### src/rtl/nb_pkg.sv
package nb_pkg;
  typedef enum logic [1:0] {
    FK_IDLE   = 2'd0,
    FK_DATA   = 2'd1,
    FK_STATUS = 2'd2
  } frame_kind_e;
endpackage

### src/rtl/nb_crc12.sv
module nb_crc12 #(
  parameter int          DATA_W = 144,
  parameter int          CRC_W  = 12,
  parameter logic [11:0] POLY   = 12'h80F
) (
  input  logic [DATA_W-1:0] data_i,
  output logic [CRC_W-1:0]  crc_o
);
  logic [CRC_W-1:0] c;

  // serial shift unrolled over the payload, bit 0 first
  always_comb begin
    c = '0;
    for (int i = 0; i < DATA_W; i++) begin
      c = {c[CRC_W-2:0], 1'b0} ^ ((data_i[i] ^ c[CRC_W-1]) ? POLY[CRC_W-1:0] : '0);
    end
    crc_o = c;
  end
endmodule

### src/rtl/nb_ingress.sv
module nb_ingress #(
  parameter int DATA_W = 144
) (
  input  logic              clk_i,
  input  logic              rst_ni,
  input  logic              valid_i,
  input  logic [DATA_W-1:0] data_i,
  input  logic              take_i,
  output logic              ready_o,
  output logic              full_o,
  output logic [DATA_W-1:0] word_o
);
  logic              full_q;
  logic [DATA_W-1:0] hold_q;
  logic              accept;

  assign accept  = valid_i & ~full_q;
  assign ready_o = ~full_q;
  assign full_o  = full_q;
  assign word_o  = hold_q;

  always_ff @(posedge clk_i or negedge rst_ni) begin
    if (!rst_ni) begin
      full_q <= 1'b0;
      hold_q <= '0;
    end else begin
      if (accept) begin
        full_q <= 1'b1;
        hold_q <= data_i;
      end else if (take_i) begin
        full_q <= 1'b0;
      end
    end
  end

  AST_HOLD_STABLE: assert property (@(posedge clk_i) disable iff (!rst_ni)
    full_q && !take_i |=> full_q && $stable(hold_q));

  AST_NO_TAKE_EMPTY: assert property (@(posedge clk_i) disable iff (!rst_ni)
    take_i |-> full_q);
endmodule

### src/rtl/nb_lane_map.sv
module nb_lane_map #(
  parameter int LANES = 14,
  parameter int BEATS = 12,
  localparam int FRAME_W   = LANES * BEATS,
  localparam int LANE_BITS = $clog2(LANES),
  localparam int BEAT_BITS = $clog2(BEATS),
  localparam int IDX_W     = $clog2(FRAME_W)
) (
  input  logic [FRAME_W-1:0]   frame_i,
  input  logic [BEAT_BITS-1:0] beat_i,
  input  logic                 fo_i,
  input  logic [LANE_BITS-1:0] dead_i,
  output logic [LANES-1:0]     lane_o
);
  for (genvar p = 0; p < LANES; p++) begin : g_lane
    logic [IDX_W-1:0] idx;
    logic             off;

    // inverse map: physical lane -> frame bit index
    always_comb begin
      off = 1'b0;
      if (fo_i) begin
        if (dead_i == LANE_BITS'(p)) begin
          off = 1'b1;
          idx = '0;
        end else if (LANE_BITS'(p) < dead_i) begin
          idx = IDX_W'(int'(beat_i) * (LANES - 1) + p);
        end else begin
          idx = IDX_W'(int'(beat_i) * (LANES - 1) + p - 1);
        end
      end else begin
        idx = IDX_W'(int'(beat_i) * LANES + p);
      end
    end

    assign lane_o[p] = off ? 1'b0 : frame_i[idx];
  end
endmodule

### src/rtl/nb_frame_packer.sv
module nb_frame_packer #(
  parameter int          LANES  = 14,
  parameter int          BEATS  = 12,
  parameter int          DATA_W = 144,
  parameter int          CRC_W  = 12,
  parameter logic [11:0] POLY_A = 12'h80F,
  parameter logic [11:0] POLY_B = 12'hB75,
  localparam int FRAME_W   = LANES * BEATS,
  localparam int LANE_BITS = $clog2(LANES),
  localparam int BEAT_BITS = $clog2(BEATS)
) (
  input  logic                 clk_i,
  input  logic                 rst_ni,
  input  logic                 data_valid_i,
  input  logic [DATA_W-1:0]    data_i,
  output logic                 data_ready_o,
  input  logic                 sync_i,
  input  logic [DATA_W-1:0]    status_i,
  input  logic                 failover_i,
  input  logic [LANE_BITS-1:0] fail_lane_i,
  output logic [LANES-1:0]     lane_o,
  output logic                 frame_start_o
);
  import nb_pkg::*;

  localparam logic [1:0][11:0] POLYS = {POLY_B, POLY_A};

  logic [BEAT_BITS-1:0] beat_q;
  logic [FRAME_W-1:0]   frame_q, frame_d;
  logic                 fo_q;
  logic [LANE_BITS-1:0] dead_q;
  logic                 sync_pend_q;
  logic                 load, take, hold_full;
  logic [DATA_W-1:0]    hold_word, payload;
  logic [1:0][CRC_W-1:0] crc;
  frame_kind_e          kind;

  assign load = (beat_q == BEAT_BITS'(BEATS - 1));

  nb_ingress #(.DATA_W(DATA_W)) u_ingress (
    .clk_i   (clk_i),
    .rst_ni  (rst_ni),
    .valid_i (data_valid_i),
    .data_i  (data_i),
    .take_i  (take),
    .ready_o (data_ready_o),
    .full_o  (hold_full),
    .word_o  (hold_word)
  );

  // status beats held data, held data beats idle
  always_comb begin
    if (sync_pend_q)    kind = FK_STATUS;
    else if (hold_full) kind = FK_DATA;
    else                kind = FK_IDLE;
    case (kind)
      FK_STATUS: payload = status_i;
      FK_DATA:   payload = hold_word;
      default:   payload = '0;
    endcase
  end

  assign take = load && (kind == FK_DATA);

  for (genvar h = 0; h < 2; h++) begin : g_crc
    nb_crc12 #(.DATA_W(DATA_W), .CRC_W(CRC_W), .POLY(POLYS[h])) u_crc (
      .data_i (payload),
      .crc_o  (crc[h])
    );
  end

  // idle frames: correct CRC with every bit flipped
  assign frame_d = {crc[1] ^ {CRC_W{kind == FK_IDLE}},
                    crc[0] ^ {CRC_W{kind == FK_IDLE}},
                    payload};

  always_ff @(posedge clk_i or negedge rst_ni) begin
    if (!rst_ni) begin
      beat_q      <= BEAT_BITS'(BEATS - 1);
      frame_q     <= '0;
      fo_q        <= 1'b0;
      dead_q      <= '0;
      sync_pend_q <= 1'b0;
    end else begin
      sync_pend_q <= sync_i | (sync_pend_q & ~load);
      if (load) begin
        beat_q  <= '0;
        frame_q <= frame_d;
        fo_q    <= failover_i;
        dead_q  <= fail_lane_i;
      end else begin
        beat_q <= beat_q + 1'b1;
      end
    end
  end

  nb_lane_map #(.LANES(LANES), .BEATS(BEATS)) u_map (
    .frame_i (frame_q),
    .beat_i  (beat_q),
    .fo_i    (fo_q),
    .dead_i  (dead_q),
    .lane_o  (lane_o)
  );

  assign frame_start_o = (beat_q == '0);

  AST_FRAME_PERIOD: assert property (@(posedge clk_i) disable iff (!rst_ni)
    frame_start_o |-> $past(beat_q) == BEAT_BITS'(BEATS - 1));

  AST_DEAD_LANE_LOW: assert property (@(posedge clk_i) disable iff (!rst_ni)
    fo_q && (int'(dead_q) < LANES) |-> !lane_o[dead_q]);

  AST_MODE_HELD: assert property (@(posedge clk_i) disable iff (!rst_ni)
    !load |=> $stable(fo_q) && $stable(dead_q));

  AST_SYNC_FIRST: assert property (@(posedge clk_i) disable iff (!rst_ni)
    load && sync_pend_q |=> frame_q[DATA_W-1:0] == $past(status_i) && !data_ready_o == $past(hold_full));

  AST_IDLE_CRC_INV: assert property (@(posedge clk_i) disable iff (!rst_ni)
    load && !sync_pend_q && data_ready_o |=> frame_q[DATA_W-1:0] == '0 && &frame_q[FRAME_W-1:DATA_W]);

  AST_READY_FREED: assert property (@(posedge clk_i) disable iff (!rst_ni)
    load && !sync_pend_q && !data_ready_o |=> data_ready_o);
endmodule

### config.mk
export PLATFORM = sky130hd
export DESIGN_NAME = nb_frame_packer
export DESIGN_NICKNAME = d
export VERILOG_FILES = /design/src/rtl/nb_pkg.sv /design/src/rtl/nb_crc12.sv /design/src/rtl/nb_ingress.sv /design/src/rtl/nb_lane_map.sv /design/src/rtl/nb_frame_packer.sv
export SDC_FILE = /design/constraint.sdc
export NUM_CORES = 2
export LEC_CHECK = 0
export BUFFER_PORTS_ARGS = -buffer_cell sky130_fd_sc_hd__buf_2
export CAP_MARGIN = 20
export CORE_AREA = 2 2 371 373
export CTS_CLUSTER_SIZE = 16
export DETAILED_ROUTE_END_ITERATION = 10
export DIE_AREA = 0 0 373 375
export SLEW_MARGIN = 40
export SYNTH_ARGS = -nofsm -noshare
export SYNTH_HDL_FRONTEND = slang
export SYNTH_SLANG_ARGS = --single-unit
### constraint.sdc
create_clock -name clk_i -period 21.2 [get_ports clk_i]
set_clock_uncertainty 0.1 [all_clocks]
set_input_delay 1.06 -clock clk_i [delete_from_list [all_inputs] [get_ports clk_i]]
set_output_delay 1.06 -clock clk_i [all_outputs]
set_load 0.02 [all_outputs]
# Word-level counts from Yosys, hierarchy flattened
# Index checks and enable logic that the tools add are counted.
# word_totals
reg_bits,323
output_inout_bits,16
# op_classes
addsub,41
multipliers,2
n_lt_le_gt_ge,28
n_eq_ne,16
n_mux,406
n_bitwise,579
n_reduce_logical,5
# ops
cell,count
two-way mux 12 bit,288
bitwise XOR 12 bit,288
two-way mux 8 bit,42
case mux 144 bit (2 select lines),1
bitwise XOR 1 bit,286
"< comparator 8 x 9 -> 1 bit, second input constant",14
binary-select mux 1 bit (select 8 bit),14
"subtractor 8 x 2 -> 8 bit, second input constant",14
"adder 8 x 5 -> 8 bit, second input constant",12
"adder 8 x 4 -> 8 bit, second input constant",8
two-way mux 1 bit,59
"adder 8 x 3 -> 8 bit, second input constant",4
"== test 4 bit, second input constant",7
"< comparator 4 bit, first input constant",6
"adder 8 x 2 -> 8 bit, second input constant",2
"== test 4 x 3 -> 1 bit, second input constant",4
"< comparator 3 x 4 -> 1 bit, first input constant",4
"== test 4 x 2 -> 1 bit, second input constant",2
logical NOT 4 bit,2
"< comparator 1 x 4 -> 1 bit, first input constant",2
"< comparator 2 x 4 -> 1 bit, first input constant",2
"multiplier 4 x 4 -> 8 bit, second input constant",1
"multiplier 4 x 3 -> 7 bit, second input constant",1
"adder 4 x 1 -> 4 bit, second input constant",1
11 further kinds,13

# Logic depth before layout (Yosys ltp)
# logic_depth
depth_word,435
mapped_depth,37
ltp_nobuf,31

# Cells and area by module
# Synthesis repeated with hierarchy kept, for this count alone.
# hier_totals
hier_cells,6465
hier_area_um2,58294.7
# by_module_without_submodules
mod,n_inst,cells_per_inst,area_per_inst_um2,seq_area_each_um2
nb_lane_map,1,4486,29417.0,0.0
nb_crc12 at g_crc[1].u_crc,1,722,10560.1,0.0
nb_frame_packer,1,617,8262.9,4458.0
nb_ingress,1,308,5575.3,3628.5
nb_crc12 at g_crc[0].u_crc,1,332,4479.3,0.0

# Worst setup path after synthesis
# Ideal clock, no wire load.
# synth_path
path_type,input to register
from,input status_i[6]
to,register frame_q[162]
setup_time_ps,131
arrival_ps,12381
setup_slack_ps,8588
stages,32
path_cell_list,buf_2 > xnor3_1 > o22ai_1 > xor3_1 > xnor2_1 > xor2_1 > xnor3_1 > xnor2_1 > xor3_2 > xnor3_2 > xnor3_1 > xor2_1 > xnor3_1 > xor2_1 > xnor3_2 > xor3_2 > xor3_2 > xnor3_2 > xnor3_1 > xor2_2 > xor3_2 > xnor3_1 > xnor2_2 > xnor3_1 > xnor3_2 > xnor3_2 > xnor3_2 > xor3_1 > xor3_1 > nor2_2 > xnor2_1 > o21ai_1
# synth_lines
item,line_no,rtl
"start, declared",nb_frame_packer.sv:18,"input logic [DATA_W-1:0] status_i,"
"end signal, assigned",nb_frame_packer.sv:88,frame_q <= frame_d;
"end, declared",nb_frame_packer.sv:29,"logic [FRAME_W-1:0] frame_q, frame_d;"

==> impl_metrics.yaml <==
outcome:
  outcome: "completed"
synthesis:
  synth-seq-cells: 323
  yosysSeqAreaShare_pct: 14.9
  syn_area_sq_um: 54100
  ys_async_sr_fraction_pct: 100
  ys_types: 84
  yosysWarnings: 0
  syn-num-nets: 6746
  avgSynthCellArea_sq_um: 8.45
  synth_ff_type: "dfrtp_1"
  synth_edf_count: 0
  netlist_instances: 6402
critical_path:
  critical_path_class: "register to register"
  slowest_delay_ns: 0.65
  regToRegEndpoint: "frame_q[163]"
  worstPathArrival_ns: 14.70
  worst_ep_required_time_ns: 21.59
  r2r-start: "sync_pend_q"
  cp_slowest_cell: "dfrtp_4"
  cp_common_cell: "xnor3_1"
  crit_path_start_kind: "register"
  worst-r2r-setup-slack_ns: 6.89
  r2r_cells: 31
  cp-end-kind: "register"
  worst-path-max-fanout: 75
clock_tree:
  insertion_delay_ns: 0.62
  clk_path_buf_depth: 3
  tritoncts: "built"
  clk_pin_slew_ns: 0.06
  postCtsHoldBufs: 0
  root_buffer: "clkbuf_16"
  cts_setup_buffers: 0
  htreeDepth: 2
  cts_inserted_buffers: 41
  clkSinkCount: 323
  cts_resized: 0
placement:
  postPlaceCellArea_sq_um: 57400
  dp.cells: 8003
  hpwl_um: 169000
  io_buffers: 312
  globalplace.congestion: 1.09
die:
  io_pins: 313
  die_width_um: 373
  coreArea_sq_um: 136000
  die-area_sq_um: 140000
  die_h_um: 375
  initial_core_util_pct: 39.7
  row_count: 136
grt:
  antenna_found_initial: 12
  gr-usage-all-layers_pct: 32.6
  overflow: 0
  grt_pass1_vias: 49253
  grt_pass1_wl_um: 343000
  grt_max_degree: 214
cells_and_area:
  areaGrowthSynthToFinish_pct: 8.87
  finalNetCount: 6604
  layout_common_cells: "nand2_1 (1237), xnor2_1 (685), a211oi_1 (412)"
  fin_util_pct: 43.2
  design_area_sq_um: 58900
  final_common_cell: "nand2_1"
  final_cells: 8091
  layout-drive-gt1-share_pct: 18.7
timing:
  worst_pin_slew_ns: 0.968
  min_period_over_period_pct: 67.5
  rsz0062_at_grt: "no"
  final-setup-viol-count: 0
  drv_slew: 0
  hold_viol_final: 0
  fin_crit_ns: 14.31
  tns_ns: 0
  relSlewSlack_pct: 35.2
  max_freq_mhz: 69.9
detailed_routing:
  final_antenna_net_count: 0
  post_drt_wl_per_cell_um: 29.1
  viasPerCell: 6.50
  drt-total-wl_um: 235000
  drc: 0
  dr.pass1.iters: 6
  drt_iter0_drc: 7059
  vias: 52603
worst_hold_path:
  min_path_type: "primary input to async pin"
flow_run:
  maxCapViolCount: 0
[cell families after synthesis]
kind of cell	count (synthesis)	share of synthesized area (%)
AO/OA/AOI/OAI	1581	19.7
adder cells (fa/ha/maj)	47	1.16
XOR/XNOR	1237	28.1
buffers and inverters	712	5.03
AND/OR/NAND/NOR	2032	16.7
flip-flops	323	14.9
multiplexers	470	14.4
[worst max-delay path: cells and delay by family, from the launching register on]
kind,cells,cell delay (ns)
buf+inv,1,0.56
xor+xnor,26,11.40
flops,1,0.65
compound gates,1,0.29
simple gates,2,0.87
mux,1,0.27
[flip-flops by register name, indices dropped and copies added, names as in the netlist]
register	count
beat_q	4
dead_q	4
u_ingress.full_o	1
fo_q	1
u_ingress.word_o	144
frame_q	168
sync_pend_q	1
[area by class of cell]
class	instances	area (sq um)
fillers	13418	77400
multi-input cells	5367	44000
flip-flops and latches	323	8100
repair buffers	502	3060
well taps	1794	2240
clock buffers	57	1170
clock inverters	18	198
inverters	25	93.8
diodes	5	12.5
[synthesized netlist by cell type (9+ instances only)]
| master | number | area (sq um) |
|---|---|---|
| o211ai_1 | 20 | 150 |
| xnor3_1 | 205 | 4620 |
| xor3_1 | 47 | 1120 |
| and2_0 | 38 | 238 |
| nand2b_1 | 9 | 56.3 |
| xnor2_1 | 689 | 6030 |
| nor2b_1 | 32 | 200 |
| mux2_2 | 166 | 1870 |
| nand3_1 | 128 | 641 |
| ha_1 | 42 | 526 |
| buf_2 | 17 | 85.1 |
| xnor3_2 | 20 | 475 |
| o21ai_0 | 216 | 1080 |
| clkbuf_1 | 583 | 2190 |
| inv_1 | 21 | 78.8 |
| xnor2_2 | 25 | 407 |
| a21o_1 | 17 | 128 |
| o21ai_1 | 21 | 105 |
| a21oi_1 | 293 | 1470 |
| a31oi_1 | 194 | 1210 |
| a22oi_1 | 89 | 668 |
| nor3_1 | 24 | 120 |
| a211oi_1 | 418 | 3140 |
| o22ai_1 | 27 | 169 |
| a311oi_1 | 188 | 1650 |
| mux2i_1 | 74 | 741 |
| xor2_2 | 12 | 195 |
| and3_1 | 151 | 945 |
| nand2_1 | 1245 | 4670 |
| dfrtp_1 | 320 | 8010 |
| xor2_1 | 224 | 1960 |
| a311o_1 | 9 | 90.1 |
| and2_1 | 208 | 1300 |
| buf_1 | 83 | 312 |
| nor2_1 | 162 | 608 |
| mux4_2 | 230 | 5180 |
| xor3_2 | 9 | 225 |
| a221oi_1 | 13 | 114 |
| a211o_1 | 13 | 114 |
[per-layer routing]
metal  up-vias  global-route usage (%)  share of wire [%]
met1     25528                    43.0                 39
li1      22834                       -                  -
met3       710                    8.87                 12
met2      3521                    48.3                 42
met4        10                    18.2                6.9
met5         -                       0              0.032
[per-stage QoR]
step	setup WS, ns	hold slack, ns
3_3_place_gp	6.71	0.381
6_report	6.89	0.331
4_1_cts	6.85	0.336
5_1_grt	6.14	0.381
3_5_place_dp	6.91	0.388
2_1_floorplan	8.59	0.372
[how the worst max path moves through the flow]
stage / startpoint / slack [ns] / end / cells after the start
finish: sync_pend_q / 6.89 / frame_q[163] / 31
global placement: sync_pend_q / 6.71 / frame_q[162] / 32
CTS: sync_pend_q / 6.85 / frame_q[162] / 32
floorplan: status_i[6] / 8.59 / frame_q[162] / 32
detailed placement: sync_pend_q / 6.91 / frame_q[162] / 32
global route: sync_pend_q / 6.14 / frame_q[158] / 32
Power is left out: the tool's default activity adds up to more than one toggle a clock period on the data nets, which glitch-free logic cannot reach.
